===== src/rtl/cfg_port_pkg.sv =====
package cfg_port_pkg;

  typedef enum logic [3:0] {
    CMD_NOP      = 4'd0,
    CMD_DEV_RST  = 4'd1,
    CMD_LOAD_CFG = 4'd2,
    CMD_RST_ROW  = 4'd3,
    CMD_LOAD_ROW = 4'd4,
    CMD_READ_ROW = 4'd5,
    CMD_READ_ID  = 4'd6
  } cmd_e;

  typedef enum logic [2:0] {
    MD_IDLE,
    MD_HDR,
    MD_CROW,
    MD_ADDR,
    MD_LROW,
    MD_RROW,
    MD_RID
  } mode_e;

  localparam logic [31:0] DEVICE_ID = 32'h138502B7;

  localparam int ST_ID_ERR  = 0;
  localparam int ST_ROW_ERR = 1;
  localparam int ST_BUSY    = 2;

  // Byte n of the identifier, most significant byte first.
  function automatic logic [7:0] id_byte(input logic [1:0] n);
    return DEVICE_ID[31 - 8*n -: 8];
  endfunction

  function automatic logic [7:0] pack_status(input logic id_err, input logic row_err,
                                             input logic bsy);
    logic [7:0] s;
    s = 8'h00;
    s[ST_ID_ERR]  = id_err;
    s[ST_ROW_ERR] = row_err;
    s[ST_BUSY]    = bsy;
    return s;
  endfunction

endpackage


===== src/rtl/cfg_busy_timer.sv =====
module cfg_busy_timer #(
  parameter int CYCLES = 4
) (
  input  logic clk,
  input  logic rst_n,
  input  logic start_i,
  output logic busy_o
);
  localparam int CW = $clog2(CYCLES + 1);

  logic [CW-1:0] cnt_q;

  always_ff @(posedge clk or negedge rst_n) begin
    if (!rst_n)              cnt_q <= '0;
    else if (start_i)        cnt_q <= CW'(CYCLES);
    else if (cnt_q != '0)    cnt_q <= cnt_q - 1'b1;
  end

  assign busy_o = (cnt_q != '0);


  busy_start_chk: assert property (@(posedge clk) disable iff (!rst_n)
    start_i |=> busy_o);

endmodule


===== src/rtl/cfg_row_mem.sv =====
module cfg_row_mem #(
  parameter int ROWS  = 8,
  parameter int ROW_W = 64,
  parameter int AW    = 3
) (
  input  logic             clk,
  input  logic             rst_n,
  input  logic             clr_all_i,
  input  logic             clr_row_i,
  input  logic             wr_i,
  input  logic [AW-1:0]    addr_i,
  input  logic [ROW_W-1:0] wdata_i,
  output logic [ROW_W-1:0] rdata_o
);
  logic [ROW_W-1:0] row_q [ROWS];
  logic [ROWS-1:0]  hit;

  for (genvar r = 0; r < ROWS; r++) begin : g_dec
    assign hit[r] = (addr_i == AW'(r));
  end

  always_ff @(posedge clk or negedge rst_n) begin
    if (!rst_n) begin
      for (int r = 0; r < ROWS; r++) row_q[r] <= '0;
    end else begin
      for (int r = 0; r < ROWS; r++) begin
        if (clr_all_i || (clr_row_i && hit[r])) row_q[r] <= '0;
        else if (wr_i && hit[r])                row_q[r] <= wdata_i;
      end
    end
  end

  assign rdata_o = row_q[addr_i];

endmodule


===== src/rtl/cfg_cmd_port.sv =====
module cfg_cmd_port
  import cfg_port_pkg::*;
#(
  parameter int ROWS        = 8,
  parameter int ROW_BYTES   = 8,
  parameter int BUSY_CYCLES = 4
) (
  input  logic       clk,
  input  logic       rst_n,
  input  logic       host_wr,
  input  logic       host_rd,
  input  logic       host_sel,
  input  logic [7:0] host_wdata,
  output logic [7:0] host_rdata,
  output logic       busy
);
  localparam int AW = $clog2(ROWS);
  localparam int RW = ROW_BYTES * 8;
  localparam int SW = $clog2(ROW_BYTES);
  localparam int IW = $clog2(ROW_BYTES + 5);

  // XOR of all data bytes in a row.
  function automatic logic [7:0] ecb_fold(input logic [ROW_BYTES-1:0][7:0] b);
    logic [7:0] x;
    x = 8'h00;
    for (int k = 0; k < ROW_BYTES; k++) x ^= b[k];
    return x;
  endfunction

  mode_e                     mode_q;
  cmd_e                      op_q;
  logic [IW-1:0]             idx_q;
  logic [IW-1:0]             bcnt_q;
  logic [AW-1:0]             row_q;
  logic [ROW_BYTES-1:0][7:0] shreg_q;
  logic                      id_err_q, row_err_q, lock_q;

  // Named internal events
  logic        fn_wr, dat_wr, dat_rd;
  logic        ecb_ev, ecb_ok, commit_ev, ecb_bad_ev, hdr_bad_ev;
  logic        dev_rst_ev, clr_row_ev, copy_ev, timer_start;
  logic [3:0]  code;
  logic [7:0]  status_w;
  logic [AW-1:0] mem_addr;
  logic [RW-1:0] mem_rd;
  logic [SW-1:0] bsel, ridx;

  assign code   = host_wdata[3:0];
  assign fn_wr  = host_wr &  host_sel & ~busy;
  assign dat_wr = host_wr & ~host_sel & ~busy & ~lock_q;
  assign dat_rd = host_rd & ~host_sel & ~busy;
  assign bsel   = bcnt_q[SW-1:0];
  assign ridx   = idx_q[SW-1:0];

  assign ecb_ev     = dat_wr && (mode_q == MD_CROW || mode_q == MD_LROW)
                      && (bcnt_q == IW'(ROW_BYTES));
  assign ecb_ok     = ecb_ev && (host_wdata == ecb_fold(shreg_q));
  assign commit_ev  = ecb_ok;
  assign ecb_bad_ev = ecb_ev && !ecb_ok;
  assign hdr_bad_ev = dat_wr && (mode_q == MD_HDR) && (host_wdata != id_byte(idx_q[1:0]));
  assign dev_rst_ev = fn_wr && (code == CMD_DEV_RST);
  assign clr_row_ev = dat_wr && (mode_q == MD_ADDR) && (op_q == CMD_RST_ROW);
  assign copy_ev    = dat_wr && (mode_q == MD_ADDR) && (op_q == CMD_READ_ROW);
  assign timer_start = dev_rst_ev | commit_ev | clr_row_ev | copy_ev;

  assign mem_addr = (mode_q == MD_ADDR) ? host_wdata[AW-1:0] : row_q;
  assign status_w = pack_status(id_err_q, row_err_q, busy);

  cfg_busy_timer #(.CYCLES(BUSY_CYCLES)) u_timer (
    .clk(clk), .rst_n(rst_n), .start_i(timer_start), .busy_o(busy)
  );

  cfg_row_mem #(.ROWS(ROWS), .ROW_W(RW), .AW(AW)) u_mem (
    .clk(clk), .rst_n(rst_n),
    .clr_all_i(dev_rst_ev), .clr_row_i(clr_row_ev), .wr_i(commit_ev),
    .addr_i(mem_addr), .wdata_i(shreg_q), .rdata_o(mem_rd)
  );

  always_ff @(posedge clk or negedge rst_n) begin
    if (!rst_n) begin
      mode_q    <= MD_IDLE;
      op_q      <= CMD_NOP;
      idx_q     <= '0;
      bcnt_q    <= '0;
      row_q     <= '0;
      shreg_q   <= '0;
      id_err_q  <= 1'b0;
      row_err_q <= 1'b0;
      lock_q    <= 1'b0;
    end else if (fn_wr) begin
      case (code)
        CMD_DEV_RST: begin
          mode_q <= MD_IDLE; id_err_q <= 1'b0; row_err_q <= 1'b0; lock_q <= 1'b0;
        end
        CMD_LOAD_CFG: begin
          mode_q <= MD_HDR; idx_q <= '0; bcnt_q <= '0; row_q <= '0;
          id_err_q <= 1'b0; row_err_q <= 1'b0; lock_q <= 1'b0;
        end
        CMD_RST_ROW, CMD_LOAD_ROW, CMD_READ_ROW: begin
          mode_q <= MD_ADDR; op_q <= cmd_e'(code);
        end
        CMD_READ_ID: begin
          mode_q <= MD_RID; idx_q <= '0;
        end
        default: ;
      endcase
    end else if (dat_wr) begin
      case (mode_q)
        MD_HDR: begin
          if (hdr_bad_ev) begin id_err_q <= 1'b1; lock_q <= 1'b1; end
          if (idx_q == IW'(3)) begin
            mode_q <= MD_CROW; bcnt_q <= '0; row_q <= '0;
          end
          idx_q <= idx_q + 1'b1;
        end
        MD_CROW, MD_LROW: begin
          if (bcnt_q < IW'(ROW_BYTES)) begin
            shreg_q[bsel] <= host_wdata;
            bcnt_q <= bcnt_q + 1'b1;
          end else if (ecb_ok) begin
            bcnt_q <= '0;
            if (mode_q == MD_LROW || row_q == AW'(ROWS - 1)) mode_q <= MD_IDLE;
            else row_q <= row_q + 1'b1;
          end else begin
            row_err_q <= 1'b1; lock_q <= 1'b1;
          end
        end
        MD_ADDR: begin
          row_q <= host_wdata[AW-1:0]; bcnt_q <= '0; idx_q <= '0;
          case (op_q)
            CMD_LOAD_ROW: mode_q <= MD_LROW;
            CMD_READ_ROW: begin mode_q <= MD_RROW; shreg_q <= mem_rd; end
            default:      mode_q <= MD_IDLE;
          endcase
        end
        default: ;
      endcase
    end else if (dat_rd) begin
      if (mode_q == MD_RID) begin
        if (idx_q == IW'(3)) mode_q <= MD_IDLE;
        idx_q <= idx_q + 1'b1;
      end else if (mode_q == MD_RROW) begin
        if (idx_q == IW'(ROW_BYTES - 1)) mode_q <= MD_IDLE;
        idx_q <= idx_q + 1'b1;
      end
    end
  end

  always_comb begin
    host_rdata = status_w;
    if (!busy && !host_sel) begin
      if (mode_q == MD_RID)       host_rdata = id_byte(idx_q[1:0]);
      else if (mode_q == MD_RROW) host_rdata = shreg_q[ridx];
    end
  end


  busy_ignore_chk: assert property (@(posedge clk) disable iff (!rst_n)
    (busy && (host_wr || host_rd)) |=> ($stable(mode_q) && $stable(idx_q) && $stable(bcnt_q)));


  lock_hold_chk: assert property (@(posedge clk) disable iff (!rst_n)
    (lock_q && host_wr && !host_sel) |=> ($stable(mode_q) && $stable(bcnt_q) && $stable(idx_q)));


  ecb_flag_chk: assert property (@(posedge clk) disable iff (!rst_n)
    ecb_bad_ev |=> (row_err_q && lock_q && !busy));


  id_flag_chk: assert property (@(posedge clk) disable iff (!rst_n)
    hdr_bad_ev |=> (id_err_q && lock_q));


  commit_busy_chk: assert property (@(posedge clk) disable iff (!rst_n)
    commit_ev |=> busy);


  cfg_read_chk: assert property (@(posedge clk) disable iff (!rst_n)
    (mode_q == MD_HDR || mode_q == MD_CROW) |-> (host_rdata == status_w));

endmodule


===== config.mk =====
export PLATFORM = sky130hd
export DESIGN_NAME = cfg_cmd_port
export DESIGN_NICKNAME = d
export VERILOG_FILES = /design/src/rtl/cfg_port_pkg.sv /design/src/rtl/cfg_busy_timer.sv /design/src/rtl/cfg_row_mem.sv /design/src/rtl/cfg_cmd_port.sv
export SDC_FILE = /design/constraint.sdc
export NUM_CORES = 2
export LEC_CHECK = 0
export CAP_MARGIN = 20
export CORE_ASPECT_RATIO = 1.2
export CORE_UTILIZATION = 40
export CTS_BUF_LIST = sky130_fd_sc_hd__clkbuf_16
export CTS_CLUSTER_SIZE = 10
export DETAILED_ROUTE_END_ITERATION = 8
export GPL_ROUTABILITY_DRIVEN = 0
export PLACE_DENSITY_LB_ADDON = 0.08
export SETUP_SLACK_MARGIN = 0.2
export SLEW_MARGIN = 15
export SYNTH_ARGS = -nofsm -noshare
export SYNTH_HDL_FRONTEND = slang
export SYNTH_SLANG_ARGS = --single-unit

===== constraint.sdc =====
create_clock -name clk -period 6.3 [get_ports clk]
set_input_delay 1.575 -clock clk [delete_from_list [all_inputs] [get_ports clk]]
set_output_delay 1.575 -clock clk [all_outputs]
set_load 0.1 [all_outputs]

# Word-level counts from Yosys, hierarchy flattened

Index checks and enable logic that the tools add are counted.
Widths: inputs -> output; s select.

Bits of input ports: 13
Logic and storage cells: 262
Output and inout port bits: 9
Register bits after elaboration: 600

Bitwise logic cells: 22
Muxes and demuxes: 81
Shift-type cells: 1
Eq/ne operators: 50
Reductions and logical operators: 73
$add $sub $neg: 5
$lt $le $gt $ge: 5

Operators by type and width:

| kind                     | number |
|---|---|
| $mux 64                  | 20 |
| $bmux 64 s3              | 1 |
| $pmux 64 s2              | 1 |
| $bwmux 64                | 1 |
| $mux 3                   | 20 |
| $xor 8x8->8              | 7 |
| $mux 4                   | 12 |
| $mux 8                   | 5 |
| $shiftx 39x33->8 const A | 1 |
| $reduce_bool 2->1        | 14 |
| $logic_and 1x1->1        | 27 |
| $bmux 8 s3               | 1 |
| $demux 8 s3              | 1 |
| $eq 3x3->1 const B       | 8 |
| $eq 4x3->1 const B       | 6 |
| $pmux 3 s3               | 2 |
| $eq 4x2->1 const B       | 4 |
| $ne 4x4->1 const B       | 4 |
| $ne 3x3->1 const B       | 5 |
| $reduce_and 5->1         | 3 |
| $eq 3x2->1 const B       | 4 |
| $mux 1                   | 12 |
| $pmux 3 s4               | 1 |
| $pmux 4 s3               | 1 |
| other kinds (39)         | 76 |

# Depth between registers and ports, before layout

Word-level depth: 14
Gate-level depth with buffers: 13
Mapped depth without buffers: 9

# Hierarchy

From an unflattened synthesis, not the netlist that was laid out.

Cell total of the unflattened synthesis: 3421
Area total of the unflattened synthesis: 30589.3 µm²

By module, submodules not included:

| module         | cells an instance | seq. area each (µm²) | area an instance (µm²) | times used |
|---|---|---|---|---|
| cfg_row_mem    | 2804              | 12812.3              | 24818.8                | 1 |
| cfg_cmd_port   | 601               | 2127.0               | 5592.9                 | 1 |
| cfg_busy_timer | 16                | 75.1                 | 177.7                  | 1 |

# Worst setup path before layout

OpenSTA, ideal clock, no wires.

Path kind: input to output
Start point: input port host_sel
End point: output port host_rdata[0]
Stages on the path: 5
Slack: 0.147 ns
Buffers on the path: 0
Data required time: 4.725 ns
Data arrival time: 4.578 ns
Path through: nor2b_1 -> nand2_1 -> nor3_1 -> nor3_1 -> a221oi_1

Longest elaborated chain between the ends: 3

Ends and longest elaborated chain:

| item               | line                | text |
|---|---|---|
| start: declaration | cfg_cmd_port.sv:12  | `input logic host_sel,` |
| $logic_not 1->1    | cfg_cmd_port.sv:151 | `if (!busy && !host_sel) begin` |
| $logic_and 1x1->1  | cfg_cmd_port.sv:151 |  |
| $mux 8             | cfg_cmd_port.sv:151 |  |
| end: declaration   | cfg_cmd_port.sv:14  | `output logic [7:0] host_rdata,` |

Every way passes these cells.

# Worst setup path in the final report

Same ends and word-level chain as after synthesis.

==> impl_metrics.tcl <==
set metrics [dict create \
    p_leak_uw 0.01361 \
    crit_start "host_sel" \
    p_switching_uw 3516 \
    cts_buffer_depth 3 \
    synth-edff-count 0 \
    fin_crit_sh 0.9132 \
    synth_xor_xnor_area_share 0.02510 \
    setup_viol 0 \
    syn_nets 3081 \
    r2r-end "u_mem.row_q[73]" \
    rows 107 \
    worst-setup-path-type "input pin to primary output" \
    grt_busiest_layer "met2" \
    dr.pass1.iters 5 \
    synth_seq_cells 600 \
    cts_tree "built" \
    cts_buffers 72 \
    ctsResizeCount 0 \
    vias 23780 \
    drc 0 \
    p_sw_frac 0.3452 \
    syn_inst 3059 \
    arrival_ps 4180 \
    start_util 0.4047 \
    antennaDiodeCount 0 \
    max-slew-margin-rel 0.2219 \
    finalMaxSlewViolations 0 \
    worst_slew_pin_slew_ps 1167 \
    p_seq_frac 0.413 \
    cp_max_fo 6 \
    synth_top_family_by_area "simple AND/OR/NAND/NOR gates" \
    yosysTopAreaCellShare 0.5228 \
    grt_max_degree 143 \
    grt_overflow 0 \
    grtUsageMet3 0.03277 \
    cts_hold_buffers 0 \
    grt_usage 0.2891 \
    cp-start-kind "input pin" \
    post-dp-hpwl_um 55480 \
    timing.fmax_mhz 173.8 \
    yosys.area_share.adder 0.003921 \
    synth_compound_area_frac 0.1831 \
    ys_warn_count 0 \
    comb_power_share 0.218 \
    r2r_setup_slack_ps 1570 \
    utilization 0.4473 \
    syn_avg_cell_area_um2 9.388 \
    finClkSkew_ps 28.77 \
    clk_latency_ps 620 \
    antenna_found_initial 0 \
    areaGrowthSynthToFinish_pct 10.51 \
    cp.required_ps 4720 \
    nets 2937 \
    grt_pass1_wl_um 157300 \
    min_path_type "flop to flop" \
    drt.antenna.violating_nets 0 \
    postCtsSetupBuffers 0 \
    synth_area_leader_cell "dfrtp_1" \
    detailedRoute.firstIterationViolations 2560 \
    groute.layer.met2.usage 0.4798 \
    core_um2 70960 \
    status "complete, no violations" \
    reg2reg_from "u_timer.cnt_q[0]" \
    synth_flop_cell "dfrtp_1" \
    pwr_density_cell_nw_per_um2 321.0 \
    yosys.area_share.simple 0.1901 \
    fin_crit_ps 5753 \
    worst_r2r_path_depth 11 \
    die-height_um 295.5 \
    clk_pin_slew_worst_paths_ps 60 \
    ys_seq_area_frac 0.5228 \
    root_buffer "clkbuf_16" \
    max-cap-violations 0 \
    power_uw 10190 \
    routedWlPerCell_um 26.85 \
    pin_count 22 \
    p_int_uw 6669 \
    pwr-share-clk 0.369 \
    synth_area_um2 28720 \
    grt_pass1_vias 23770 \
    die_x_um 246.6 \
    yosysMostFrequentCell "nand2_1" \
    routed_wirelength_um 103800 \
    synth_common_cells "nand2_1, dfrtp_1, a22o_1" \
    drive_above_1_share 0.07794 \
    crit_end "host_rdata[0]" \
    tns_ps 0 \
    synthDistinctLibCells 65 \
    async_flop_share 1.000 \
    met1_usage 0.3873 \
    h-tree-depth 3 \
    fp.dieArea_um2 72880 \
    io_buffers 21 \
    viasPerCell 6.155 \
    finalHoldViolCount 0 \
    synthTopCellsByArea "dfrtp_1, nand2_1, a22o_1, o21ai_0, nand3_1" \
    endpoint_kind "primary output" \
    vdd_ir_drop_max_v 0.0003499 \
    cts_num_sinks 600 \
    rsz0062_at_grt "false" \
    synth_mux_area_frac 0.02466 \
]
per-layer routing:
metal / routed length (um) / vias to the layer above / share of wire
li1: - / 10350 / -
met1: 44100 / 12270 / 0.43
met2: 49860 / 953 / 0.48
met3: 5957 / 217 / 0.057
met4: 3841 / 0 / 0.037
met5: 0 / - / 0
layout by cell type, fill, tap and decap left out, types with 6 or more instances in the layout:
cell type and count:
a31oi_1 120, xnor3_1 7, o21ai_0 198, clkdlybuf4s50_1 12
and2_1 10, inv_1 32, buf_4 52, nand4_1 56
nor2_1 80, nand2b_1 9, xnor2_1 38, nand3_1 181
buf_12 22, xor2_1 17, dfrtp_1 600, a21oi_1 17
clkbuf_16 76, a22o_1 323, o21ai_1 18, ha_1 9
o22ai_1 10, mux2i_1 8, a211oi_1 8, nor3_1 11
mux4_2 24, or3_1 6, nand2_1 885
how the worst min path moves through the flow:
stage	start	to	depth (start not counted)
after CTS	u_mem.row_q[215]	u_mem.row_q[215]	1
final	u_mem.row_q[236]	u_mem.row_q[236]	1
after global placement	u_mem.row_q[203]	u_mem.row_q[203]	1
after global routing	u_mem.row_q[225]	u_mem.row_q[225]	1
after detailed placement	u_mem.row_q[214]	u_mem.row_q[214]	1
after floorplan	row_err_q	row_err_q	2
power by group through the flow:
stage          clock [uW]  sequential, uW  combinational [uW]
2_1_floorplan           0            4070                1490
3_3_place_gp            0            4270                2200
3_5_place_dp            0            4270                2200
4_1_cts              3840            4200                2210
5_1_grt              3990            4220                2340
6_report             3760            4210                2220
sequential cells by signal (all words and copies together), names as in the netlist:
| signal | flops |
|---|---|
| bcnt_q | 4 |
| id_err_q | 1 |
| idx_q | 4 |
| lock_q | 1 |
| mode_q | 3 |
| op_q | 4 |
| row_err_q | 1 |
| row_q | 3 |
| shreg_q | 64 |
| u_mem.row_q | 512 |
| u_timer.cnt_q | 3 |
logic make-up (layout without fill, tap and decap cells):
group / Yosys count / count (layout)
AO/OA/AOI/OAI: 741 / 741
XOR/XNOR: 67 / 67
adder cells (fa/ha/maj): 9 / 9
buffers and inverters: 325 / 204
flip-flops: 600 / 600
multiplexers: 40 / 40
AND/OR/NAND/NOR: 1277 / 1277
worst max-delay path: stages:
cell,delay (ps)
clkdlybuf4s50_1,550
nor2b_1,430
nand2_1,170
nor3_1,560
nor3_1,90
a221oi_1,540
buf_12,250
cell type report:
class | instances | area [um2]
inverters | 19 | 71.32
clock buffers | 76 | 1902
flip-flops and latches | 600 | 15010
clock inverters | 21 | 102.6
well taps | 926 | 1159
fillers | 6793 | 39220
repair buffers | 88 | 993.5
multi-input cells | 2134 | 12490
metrics by stage:
stage                     cell area (um2)  hold WS (ps)  std cells  setup slack, ps
after CTS                           31710         501.4       3863            596.6
after detailed placement            29700         481.1       3766            629.4
final                               31740         497.5       3864            547.0
after global routing                31740         505.1       3864            439.5
after global placement              29700         482.1       3766            514.1
after floorplan                     28720         450.0       3059            147.3
Power figures use the tool's default switching activity.
